<file path="src/rtl/rb_pkg.sv">
package rb_pkg;

    localparam int NUM_REQ    = 4;
    localparam int NUM_BANKS  = 32;
    localparam int BANK_W     = $clog2(NUM_BANKS);
    localparam int BANK_WORDS = 16384;
    localparam int ADDR_W     = BANK_W + $clog2(BANK_WORDS);
    localparam int BANK_BUSY  = 10;
    localparam int RETRY_GAP  = 4;

    typedef enum logic [1:0] {
        SL_IDLE,
        SL_ISSUE,
        SL_CHECK,
        SL_BACKOFF
    } slot_state_e;

    function automatic logic [BANK_W-1:0] bank_of(input logic [ADDR_W-1:0] a);
        return a[BANK_W-1:0];
    endfunction

endpackage

</file>
<file path="src/rtl/rb_req_slot.sv">
module rb_req_slot
    import rb_pkg::*;
#(
    parameter int RETRY = RETRY_GAP
) (
    input  logic clk,
    input  logic rst,
    input  logic req_valid,
    input  logic grant,
    input  logic ack_in,
    output logic eligible,
    output logic in_check,
    output logic done
);
    localparam int BO_CYC = (RETRY > 3) ? RETRY - 3 : 1;
    localparam int CW     = $clog2(RETRY + 1);

    slot_state_e     state;
    logic [CW-1:0]   bo_cnt;

    always_ff @(posedge clk) begin
        if (rst) begin
            state  <= SL_IDLE;
            bo_cnt <= '0;
        end else begin
            case (state)
                SL_IDLE:    if (grant) state <= SL_ISSUE;
                SL_ISSUE:   state <= SL_CHECK;
                SL_CHECK: begin
                    if (ack_in) begin
                        state <= SL_IDLE;
                    end else begin
                        state  <= SL_BACKOFF;
                        bo_cnt <= CW'(BO_CYC - 1);
                    end
                end
                SL_BACKOFF: begin
                    if (bo_cnt == '0) state <= SL_IDLE;
                    else              bo_cnt <= bo_cnt - 1'b1;
                end
                default:    state <= SL_IDLE;
            endcase
        end
    end

    assign eligible = (state == SL_IDLE) && req_valid;
    assign in_check = (state == SL_CHECK);
    assign done     = in_check && ack_in;

    a_r8_no_grant_busy: assert property (@(posedge clk) disable iff (rst)
        grant |-> (state == SL_IDLE && req_valid));
    a_r7_reject_backs_off: assert property (@(posedge clk) disable iff (rst)
        (state == SL_CHECK && !ack_in) |=> (state == SL_BACKOFF && !grant));
    a_r6_done_single: assert property (@(posedge clk) disable iff (rst)
        done |=> !done);

endmodule

</file>
<file path="src/rtl/rb_prio_pick.sv">
module rb_prio_pick #(
    parameter int N  = 4,
    parameter int SW = (N > 1) ? $clog2(N) : 1
) (
    input  logic          clk,
    input  logic          rst,
    input  logic [N-1:0]  elig,
    output logic [N-1:0]  grant,
    output logic          any,
    output logic [SW-1:0] idx
);
    always_comb begin
        grant = '0;
        idx   = '0;
        for (int i = N - 1; i >= 0; i--) begin
            if (elig[i]) begin
                grant    = '0;
                grant[i] = 1'b1;
                idx      = SW'(i);
            end
        end
        any = |elig;
    end

    a_r3_fixed_prio: assert property (@(posedge clk) disable iff (rst)
        ((grant - 1'b1) & grant & elig) == '0 && (grant & elig) == grant);
    a_r3_onehot: assert property (@(posedge clk) disable iff (rst)
        $onehot0(grant));
    a_r2_slot_used: assert property (@(posedge clk) disable iff (rst)
        (|elig) |-> (|grant));

endmodule

</file>
<file path="src/rtl/rb_bank_arbiter.sv">
module rb_bank_arbiter
    import rb_pkg::*;
#(
    parameter int NREQ  = NUM_REQ,
    parameter int AW    = ADDR_W,
    parameter int RETRY = RETRY_GAP,
    parameter int SW    = (NREQ > 1) ? $clog2(NREQ) : 1
) (
    input  logic               clk,
    input  logic               rst,
    input  logic [NREQ-1:0]    req_valid,
    input  logic [NREQ*AW-1:0] req_addr,
    input  logic [NREQ-1:0]    req_write,
    output logic [NREQ-1:0]    req_done,
    output logic               bus_valid,
    output logic [AW-1:0]      bus_addr,
    output logic               bus_write,
    output logic [SW-1:0]      bus_src,
    input  logic               bus_accept
);
    typedef struct packed {
        logic          valid;
        logic          wr;
        logic [SW-1:0] src;
        logic [AW-1:0] addr;
    } issue_t;

    logic [NREQ-1:0] elig;
    logic [NREQ-1:0] grant;
    logic [NREQ-1:0] in_check;
    logic            any;
    logic [SW-1:0]   win;
    issue_t          iss_q;

    for (genvar g = 0; g < NREQ; g++) begin : g_slot
        rb_req_slot #(.RETRY(RETRY)) u_slot (
            .clk       (clk),
            .rst       (rst),
            .req_valid (req_valid[g]),
            .grant     (grant[g]),
            .ack_in    (bus_accept),
            .eligible  (elig[g]),
            .in_check  (in_check[g]),
            .done      (req_done[g])
        );
    end

    rb_prio_pick #(.N(NREQ), .SW(SW)) u_pick (
        .clk   (clk),
        .rst   (rst),
        .elig  (elig),
        .grant (grant),
        .any   (any),
        .idx   (win)
    );

    always_ff @(posedge clk) begin
        if (rst) begin
            iss_q <= '0;
        end else begin
            iss_q.valid <= any;
            if (any) begin
                iss_q.src  <= win;
                iss_q.wr   <= req_write[win];
                iss_q.addr <= req_addr[win*AW +: AW];
            end
        end
    end

    assign bus_valid = iss_q.valid;
    assign bus_addr  = iss_q.addr;
    assign bus_write = iss_q.wr;
    assign bus_src   = iss_q.src;

    a_r2_no_idle_issue: assert property (@(posedge clk) disable iff (rst)
        (req_valid == '0) |=> !bus_valid);
    a_r5_next_slot: assert property (@(posedge clk) disable iff (rst)
        (elig != '0) |=> bus_valid);
    a_r6_done_follows_issue: assert property (@(posedge clk) disable iff (rst)
        (req_done != '0) |-> ($past(bus_valid) && bus_accept));
    a_r6_done_onehot: assert property (@(posedge clk) disable iff (rst)
        $onehot0(req_done) && $onehot0(in_check));
    a_r8_no_back_to_back: assert property (@(posedge clk) disable iff (rst)
        bus_valid |=> !(bus_valid && bus_src == $past(bus_src)));

endmodule

</file>
<file path="config.mk">
export PLATFORM = sky130hd
export DESIGN_NAME = rb_bank_arbiter
export DESIGN_NICKNAME = d
export VERILOG_FILES = /design/src/rtl/rb_pkg.sv /design/src/rtl/rb_req_slot.sv /design/src/rtl/rb_prio_pick.sv /design/src/rtl/rb_bank_arbiter.sv
export SDC_FILE = /design/constraint.sdc
export NUM_CORES = 1
export LEC_CHECK = 0
export BUFFER_PORTS_ARGS = -buffer_cell sky130_fd_sc_hd__buf_2
export CAP_MARGIN = 10
export CORE_AREA = 8 8 83 85
export DETAILED_ROUTE_END_ITERATION = 16
export DIE_AREA = 0 0 91 93
export PLACE_DENSITY = 0.81
export SKIP_LAST_GASP = 1
export SLEW_MARGIN = 15
export SYNTH_ARGS = -nofsm -noshare
export SYNTH_HDL_FRONTEND = slang
export SYNTH_SLANG_ARGS = --single-unit
</file>
<file path="constraint.sdc">
create_clock -name clk -period 5 [get_ports clk]
set_clock_uncertainty 0.2 [all_clocks]
set_input_delay 0.75 -clock clk [delete_from_list [all_inputs] [get_ports clk]]
set_output_delay 0.75 -clock clk [all_outputs]
set_load 0.01 [all_outputs]
</file>
# After elaboration in Yosys (flattened, before gate mapping)
# Index checks and enable logic that the tools add are counted.
dict set report totals {
  out_inout_bits 27
  register_bits 43
  latchBits 0
  wordCells 108
  ramBits 0
  memories 0
  rom_bits 0
  inputBits 87
}
dict set report classes {
  order_cmp 1
  shifts 1
  n_mux 32
  div 0
  n_reduce_logical 29
  eq_ne 28
  n_mul 1
  bitwise_logic 0
  add_sub_neg 4
}
# operator n
set ops {}
lappend ops {{$shiftx A76 B8 Y19} 1}
lappend ops {{$pmux W2 S4} 4}
lappend ops {{$mux W2} 13}
lappend ops {{$ne A2 B2 Y1 const B} 12}
lappend ops {{$pmux W3 S2} 4}
lappend ops {{$eq A2 B2 Y1 const B} 8}
lappend ops {{$mux W4} 4}
lappend ops {{$mux W3} 5}
lappend ops {{$logic_not A3 Y1} 4}
lappend ops {{$reduce_and A3 Y1} 4}
lappend ops {{$sub A3 B1 Y3 const B} 4}
lappend ops {{$eq A2 B1 Y1 const B} 4}
lappend ops {{$logic_and A1 B1 Y1} 8}
lappend ops {{$logic_not A2 Y1} 4}
lappend ops {{$ne A2 B1 Y1 const B} 4}
lappend ops {{$reduce_and A2 Y1} 4}
lappend ops {{$reduce_bool A2 Y1} 4}
lappend ops {{$mul A2 B5 Y7 const B} 1}
lappend ops {{$reduce_or A4 Y1} 1}
lappend ops {{$lt A2 B3 Y1 const B} 1}
lappend ops {{$bmux W1 S2} 1}
lappend ops {{$mux W1} 1}

# Depth between registers and ports, before layout
# Gate-level depths: netlist of run 1.
dict set report logic_depth {
  word_depth 8
  ltp_mapped 7
  ltp_nobuf 7
}

# Cells and area by module
# A second synthesis of run 1 with hierarchy kept.
dict set report hier_totals {
  hier_cells 269
  hier_area_um2 2731.4
}
# module area_each_um2 instances cells_each
set by_module_without_submodules {}
lappend by_module_without_submodules {rb_bank_arbiter 1471.4 1 123}
lappend by_module_without_submodules {rb_req_slot 300.3 4 34}
lappend by_module_without_submodules {rb_prio_pick 58.8 1 10}

# Worst setup path after synthesis of run 1
# OpenSTA, ideal clock, no wires.
dict set report synth_path {
  path_type {input-to-output}
  from {input port bus_accept}
  to {output port req_done[2]}
  arrival_time_ns 1.306
  required_time_ns 4.050
  cell_stages 4
  setup_slack_ns 2.744
  n_path_buf 2
  cell_sequence {clkbuf_1 > nand2b_1 > nor2_1 > buf_4}
}
dict set report synth_via {
  elab_chain_cells 1
}
# item line
set synth_lines {}
lappend synth_lines {{start: declaration} rb_bank_arbiter.sv:19} ;# input logic bus_accept
lappend synth_lines {{$logic_and A1 B1 Y1} rb_req_slot.sv:48} ;# assign done = in_check && ack_in;
lappend synth_lines {{end: declaration} rb_bank_arbiter.sv:14} ;# output logic [NREQ-1:0] req_done,
# Every way passes these cells.

# Final worst setup path of run 1
dict set report layout_path {
  from {input port req_valid[2]}
  to {register iss_q (netlist bit bus_addr[15])}
}
dict set report layout_via {
  elab_chain_cells 6
  word_cells_on_any_way 7
  classes_between {1 x mul; 1 x shift; 3 x mux; 2 x reduce/logical}
}
# item line
set layout_lines {}
lappend layout_lines {{start: declaration} rb_bank_arbiter.sv:11} ;# input logic [NREQ-1:0] req_valid,
lappend layout_lines {{$logic_and A1 B1 Y1 (*)} rb_req_slot.sv:46} ;# assign eligible = (state == SL_IDLE) && req_valid;
lappend layout_lines {{$mux W2 (3 in series)} rb_prio_pick.sv:16} ;# if (elig[i]) begin
lappend layout_lines {{$mul A2 B5 Y7} rb_bank_arbiter.sv:65} ;# iss_q.addr <= req_addr[win*AW +: AW];
lappend layout_lines {{$shiftx A76 B8 Y19} rb_bank_arbiter.sv:65}
lappend layout_lines {{end: declaration} rb_bank_arbiter.sv:33} ;# issue_t iss_q;
# Every way passes the cells marked *; elsewhere a longest branch is shown, timed or not.
# A chain may end at the register's enable or synchronous reset.

==> results of run 1 <==
registers in the layout, summed over array words and instances, names as in the netlist:
| signal | count |
|---|---|
| bus_addr | 19 |
| bus_src | 2 |
| bus_valid | 1 |
| bus_write | 1 |
| g_slot.u_slot.bo_cnt | 12 |
| g_slot.u_slot.state | 8 |
layout by cell type (no fill, tap or decap), drive strengths merged, types with 7 or more instances in the layout:
cell,n
nor2,29
inv,30
nand2,13
ha,8
a32o,20
clkbuf,7
a21oi,37
nor3b,7
buf,115
nand2b,12
dfxtp,43
o21ai,23
nor3,43
power by group through the flow:
stage	sequential [mW]	clock [mW]	combinational, mW
finish	0.400	0.243	0.238
global route	0.404	0.263	0.263
CTS	0.400	0.250	0.239
detailed placement	0.408	0	0.239
global placement	0.407	0	0.233
floorplan	0.409	0	0.158
path summary, 6_finish.rpt:
path	from	endpoint	cells after the start	slack (ns)
worst max-delay path	req_valid[2]	bus_addr[15]$_SDFFE_PP0P_	5	2.02
worst min-delay path	g_slot[0].u_slot.bo_cnt[1]$_SDFFE_PP0P_	g_slot[0].u_slot.bo_cnt[1]$_SDFFE_PP0P_	2	0.25
worst max register to register	g_slot[2].u_slot.state[0]$_SDFFE_PP0P_	bus_addr[15]$_SDFFE_PP0P_	4	2.09
worst min register to register	g_slot[0].u_slot.bo_cnt[1]$_SDFFE_PP0P_	g_slot[0].u_slot.bo_cnt[1]$_SDFFE_PP0P_	2	0.25
metal layers:
metal	up-vias	track usage (%)	part of all wire (%)
met2	93	30.6	50
met3	10	5.85	7.6
met5	-	0	0
met4	0	5.32	1.1
li1	1335	-	-
met1	1235	19.3	41
area by class of cell:
| class | count | area share [%] |
|---|---|---|
| Clock buffer | 7 | 2.95 |
| Clock inverter | 1 | 0.230 |
| Inverter | 30 | 3.44 |
| Multi-Input combinational cell | 225 | 46.4 |
| Sequential cell | 43 | 26.3 |
| Tap cell | 75 | 2.87 |
| Timing Repair Buffer | 115 | 17.8 |
worst register-to-register path, cell delays in order, from the launching register on:
cell	delay [ns]
dfxtp_1	0.49
or3b_1	0.71
nand2_1	0.25
nor4_4	0.97
a32o_1	0.23
synth_stat cells (all sizes together), types with 4 or more instances:
cell,number,area share (%)
a21oi,37,6.9
a32o,20,7.4
buf,29,7.6
dfxtp,43,32
ha,8,3.7
inv,30,4.2
nand2,13,1.8
nand2b,12,2.8
nand3,5,0.93
nand4,4,0.93
nor2,29,4.3
nor3,43,12
nor3b,7,2.7
o21ai,23,4.3
metrics by stage:
step,setup slack (ns),std cells,cell area (um2),hold slack (ns),utilization (%)
floorplan,2.74,330,2690,0.232,-
global placement,1.83,488,3170,0.241,55.8
detailed placement,1.74,488,3170,0.244,55.8
CTS,2.05,496,3270,0.254,57.6
global route,1.89,496,3270,0.275,57.6
finish,2.02,496,3270,0.254,57.6
cell families (layout without fill, tap and decap cells):
| group | after synthesis | count (layout) | share of synthesized area [%] |
|---|---|---|---|
| adders and majority gates | 8 | 8 | 3.72 |
| muxes | 2 | 2 | 0.743 |
| DFF | 43 | 43 | 32.0 |
| and+or+nand+nor | 128 | 128 | 30.2 |
| AOI/OAI and AO/OA | 84 | 84 | 20.2 |
| buffers and inverters | 62 | 153 | 12.2 |
| xor gates and xnor gates | 3 | 3 | 0.976 |
==> key figures, run 1 <==
Hold path
  • HP Class: register to register

STA
  • Setup violators final: 0
  • RSZ-0062 raised after global routing: false
  • Fin Setup TNS: 0 ns
  • Pins Over Slew Limit: 0
  • Worst slew margin: 28.0%
  • Slew @ Worst Pin: 1.07 ns
  • Post-layout minimum cycle time: 2.98 ns
  • Fmax: 336 MHz
  • Final hold violation count: 0
  • Crit share post-route: 59.5%

Logic synthesis
  • EDFF count, synth: 0
  • Async S/R FF share, synth: 0%
  • Yosys warns: 0
  • Cells after synthesis: 330
  • Synth Register Bits: 43
  • Register area share after synthesis: 32.0%
  • Main synth FF type: dfxtp_1
  • Synthesized area: 0.00269 mm2
  • Post-synth cell types: 35
  • Mapped Avg Cell Area: 8.16 um2
  • Syn_nets: 425

Clock network
  • Worst-Skew Late Latency: 0.30 ns
  • Maximum level of the CTS H-tree: 2
  • Clk buf depth: 2
  • Post-CTS setup buffer count: 0
  • Clock Pin Slew Worst Setup and Hold Paths: 0.08 ns
  • Post-CTS Resized: 0
  • CTS tree: built
  • CTS Root Cell: clkbuf_8
  • TritonCTS Sinks: 43
  • Num CTS Buffers: 5
  • CTS Hold Bufs: 0

Route
  • Antenna-violating nets left: 0
  • DRC violations left: 0
  • Total vias in the final route: 2673
  • First DRT Iteration DRCs: 94
  • Vias per Instance: 5.39
  • DR WL/cell: 15.3 um
  • DR pass1 iterations: 4
  • Drt total wl: 7580 um

Global routing
  • Total track usage: 17.3%
  • Total grt overflow: 0
  • Vias in the first global route: 2644
  • First-pass GRT wire length: 12300 um
  • Initial antenna violation count: 0
  • Pin count of the biggest net entering global routing: 36

Placement
  • DP Wirelength: 5830 um
  • Gpl congestion: 0.827
  • Port Buffers: 113

Cells and area
  • Share of layout cells above drive strength 1: 35.9%
  • Final Net Count: 515
  • Register area: 861 um2
  • Antenna cells: 0
  • Synthesis-to-finish area growth: 21.4%
  • Footprint of the multi-input gates: 0.00152 mm2
  • Fillers: 529

Power
  • Maximum vdd ir drop: 0.167 mV
  • Clk pwr share: 27.6%
  • Logic pwr share: 27.0%
  • P_int: 0.603 mW
  • Pwr dens: 269 mW/mm2
  • Flop pwr share: 45.4%
  • Pwr Total: 0.881 mW
  • Sw Pwr: 0.278 mW
  • Sw Share: 31.5%
  • Leakage power: 1.41 nW

Floorplan
  • Die H: 93 um
  • Die ar.: 0.00846 mm2
  • Cell row count: 28
  • CORE AREA: 0.00568 mm2
  • # IOs: 114
  • Starting density of the core: 47.5%
  • Die X: 91 um

Critical path
  • Buf+Inv Stages, Crit Path: 1
  • Slowest stage delay, CP: 0.97 ns
  • Crit path required time: 5.04 ns
  • Critical path endpoint category: register
  • Arr. time, crit path: 3.01 ns
  • Critical Path Fanout Max: 24
  • CP cell instances: buf_2 > or3b_1 > nand2_1 > nor4_4 > a32o_1
  • Startpoint types: input pin
  • Crit Path Class: input pin to register
  • Slowest stage cell on the critical path: nor4_4
  • Critical path's top delay family: simple AND/OR/NAND/NOR gates

Outcome
  • Outcome: finished clean

Run
  • # Max-Cap Violations: 0
Note: power is estimated with default switching activity, not from simulation.
==> run 2, diff against run 1 <==
--- a/config.mk
+++ b/config.mk
@@ -7,10 +7,10 @@
 export LEC_CHECK = 0
 export BUFFER_PORTS_ARGS = -buffer_cell sky130_fd_sc_hd__buf_2
 export CAP_MARGIN = 10
-export CORE_AREA = 8 8 83 85
+export CORE_AREA = 8 8 84 86
 export DETAILED_ROUTE_END_ITERATION = 16
-export DIE_AREA = 0 0 91 93
-export PLACE_DENSITY = 0.81
+export DIE_AREA = 0 0 92 94
+export PLACE_DENSITY = 0.79
 export SKIP_LAST_GASP = 1
 export SLEW_MARGIN = 15
 export SYNTH_ARGS = -nofsm -noshare
==> constraint.sdc (replaced) <==
create_clock -name clk -period 2.8 [get_ports clk]
set_clock_uncertainty 0.2 [all_clocks]
set_input_delay 0.42 -clock clk [delete_from_list [all_inputs] [get_ports clk]]
set_output_delay 0.42 -clock clk [all_outputs]
set_load 0.01 [all_outputs]
==> key figures, run 2 (same netlist as run 1, synthesis figures left out) <==
Outcome
  • Outcome: finished clean

Cells and area
  • Post-Layout Inst Area: 0.00327 mm2
  • Synthesis-to-finish area growth: 21.4%
  • Share of layout cells above drive strength 1: 35.8%
  • Commonest non-fill, non-tap cells in the layout: buf_2 (113), dfxtp_1 (43), a21oi_1 (37)
  • Most common cell after layout, fill and taps aside: buf_2
  • Antenna cells: 0
  • Max reg flops: 19
  • Final Net Count: 518
  • Fillers: 548
  • Non-filler instance count after layout: 499
  • Layout Utilization: 56.9%

Hold path
  • Hold_sp: req_valid[0]
  • HP Class: input pin to register
  • Hold path depth: 3
  • Hold Path Sink: g_slot[0].u_slot.state[0]$_SDFFE_PP0P_

Global routing
  • Gr busiest metal: met2
  • Met1 usage: 18.7%
  • First-pass GRT wire length: 12000 um
  • Total track usage: 16.9%
  • Met2 Track Usage GR: 30.6%
  • Pin count of the biggest net entering global routing: 44
  • Met3 Track Usage GR: 4.88%
  • Total grt overflow: 0
  • Vias in the first global route: 2540
  • Initial antenna violation count: 0

STA
  • Fmax: 470 MHz
  • Post-layout minimum cycle time: 2.13 ns
  • Final hold slack: 0.209 ns
  • Pins Over Slew Limit: 0
  • Setup violators final: 0
  • Fin Setup TNS: 0 ns
  • Crit share post-route: 76.0%
  • Worst slew margin: 59.4%
  • Final hold violation count: 0
  • Slew @ Worst Pin: 0.608 ns
  • RSZ-0062 raised after global routing: false

Floorplan
  • CORE AREA: 0.00575 mm2
  • Die X: 92 um
  • Cell row count: 28
  • Starting density of the core: 46.9%
  • Die H: 94 um
  • Die ar.: 0.00865 mm2
  • # IOs: 114

Critical path
  • Crit path required time: 2.84 ns
  • Slowest stage cell on the critical path: dfxtp_1
  • Startpoint types: register
  • Arr. time, crit path: 2.16 ns
  • Reg2Reg Depth: 5
  • Slowest stage delay, CP: 0.49 ns
  • Worst r2r src: g_slot[2].u_slot.state[0]$_SDFFE_PP0P_
  • Crit Path Class: register to register
  • CP cell instances: or3b_1 > nand2_1 > nor4_4 > buf_4 > a32o_1
  • Critical path endpoint category: register
  • Critical Path Fanout Max: 20
  • Reg2Reg Setup Slack: 0.67 ns
  • Worst r2r dst: bus_addr[13]$_SDFFE_PP0P_

Route
  • DR WL/cell: 15.2 um
  • DR pass1 iterations: 4
  • DRC violations left: 0
  • First DRT Iteration DRCs: 81
  • Drt total wl: 7560 um
  • Total vias in the final route: 2668
  • Vias per Instance: 5.35
  • Antenna-violating nets left: 0

Clock network
  • Maximum level of the CTS H-tree: 2
  • CTS Hold Bufs: 0
  • Post-CTS setup buffer count: 0
  • CTS tree: built
  • Num CTS Buffers: 5
  • CTS Root Cell: clkbuf_8
  • Clock Pin Slew Worst Setup and Hold Paths: 0.08 ns
  • Worst-Skew Late Latency: 0.29 ns
  • Clk buf depth: 2
  • TritonCTS Sinks: 43
  • Post-CTS Resized: 0

Power
  • Pwr dens: 465 mW/mm2
  • Leakage power: 1.41 nW
  • Maximum vdd ir drop: 0.360 mV

Run
  • # Max-Cap Violations: 0

Placement
  • Placed cell count: 491
  • DP Wirelength: 5730 um
  • Gpl congestion: 0.850
  • Port Buffers: 113
  • Post-DP Area: 0.00319 mm2
## run 2: stage by stage
stage                     power [mW]  setup WS, ns
after detailed placement        1.16         0.599
after CTS                       1.53         0.676
final                           1.52         0.673
after global placement          1.15         0.647
after global routing            1.61         0.532
after floorplan                 1.01          1.05
## run 2: per-layer routing
metal,vias to the layer above,share of wire [%]
li1,1350,-
met1,1225,40
met5,-,0
met3,12,7.7
met2,81,51
met4,0,1.4
## run 2: report_power, final
group          switching [mW]  total [mW]  internal (mW)
combinational           0.240       0.430          0.189
clock                   0.206       0.381          0.175
sequential             0.0434       0.711          0.668
## run 2: layout make-up
type | count | area (um2) | share of cell area, %
clock buffer | 7 | 76.3 | 2.33
clock inverter | 1 | 5.00 | 0.153
inverter | 30 | 113 | 3.44
multi-input combinational | 225 | 1520 | 46.4
sequential | 43 | 861 | 26.3
tap | 75 | 93.8 | 2.87
timing repair buffer | 118 | 603 | 18.4
## run 2: critical path: cells and delay by family, from the launching register on
kind | cells | cell delay (ns)
flops | 1 | 0.49
simple gates | 3 | 0.93
compound gates | 1 | 0.16
buf+inv | 1 | 0.28
## run 2: worst max-delay path by stage
| stage | from | endpoint | slack, ns | cells after the start |
|---|---|---|---|---|
| 6_report | g_slot[2].u_slot.state[0]$_SDFFE_PP0P_ | bus_addr[13]$_SDFFE_PP0P_ | 0.67 | 5 |
| 5_1_grt | g_slot[2].u_slot.state[0]$_SDFFE_PP0P_ | bus_addr[13]$_SDFFE_PP0P_ | 0.53 | 5 |
| 4_1_cts | g_slot[3].u_slot.state[1]$_SDFFE_PP0P_ | bus_addr[13]$_SDFFE_PP0P_ | 0.68 | 5 |
| 3_5_place_dp | req_valid[3] | bus_addr[13]$_SDFFE_PP0P_ | 0.60 | 6 |
| 3_3_place_gp | req_valid[3] | bus_addr[18]$_SDFFE_PP0P_ | 0.65 | 6 |
| 2_1_floorplan | req_valid[2] | bus_addr[10]$_SDFFE_PP0P_ | 1.05 | 6 |
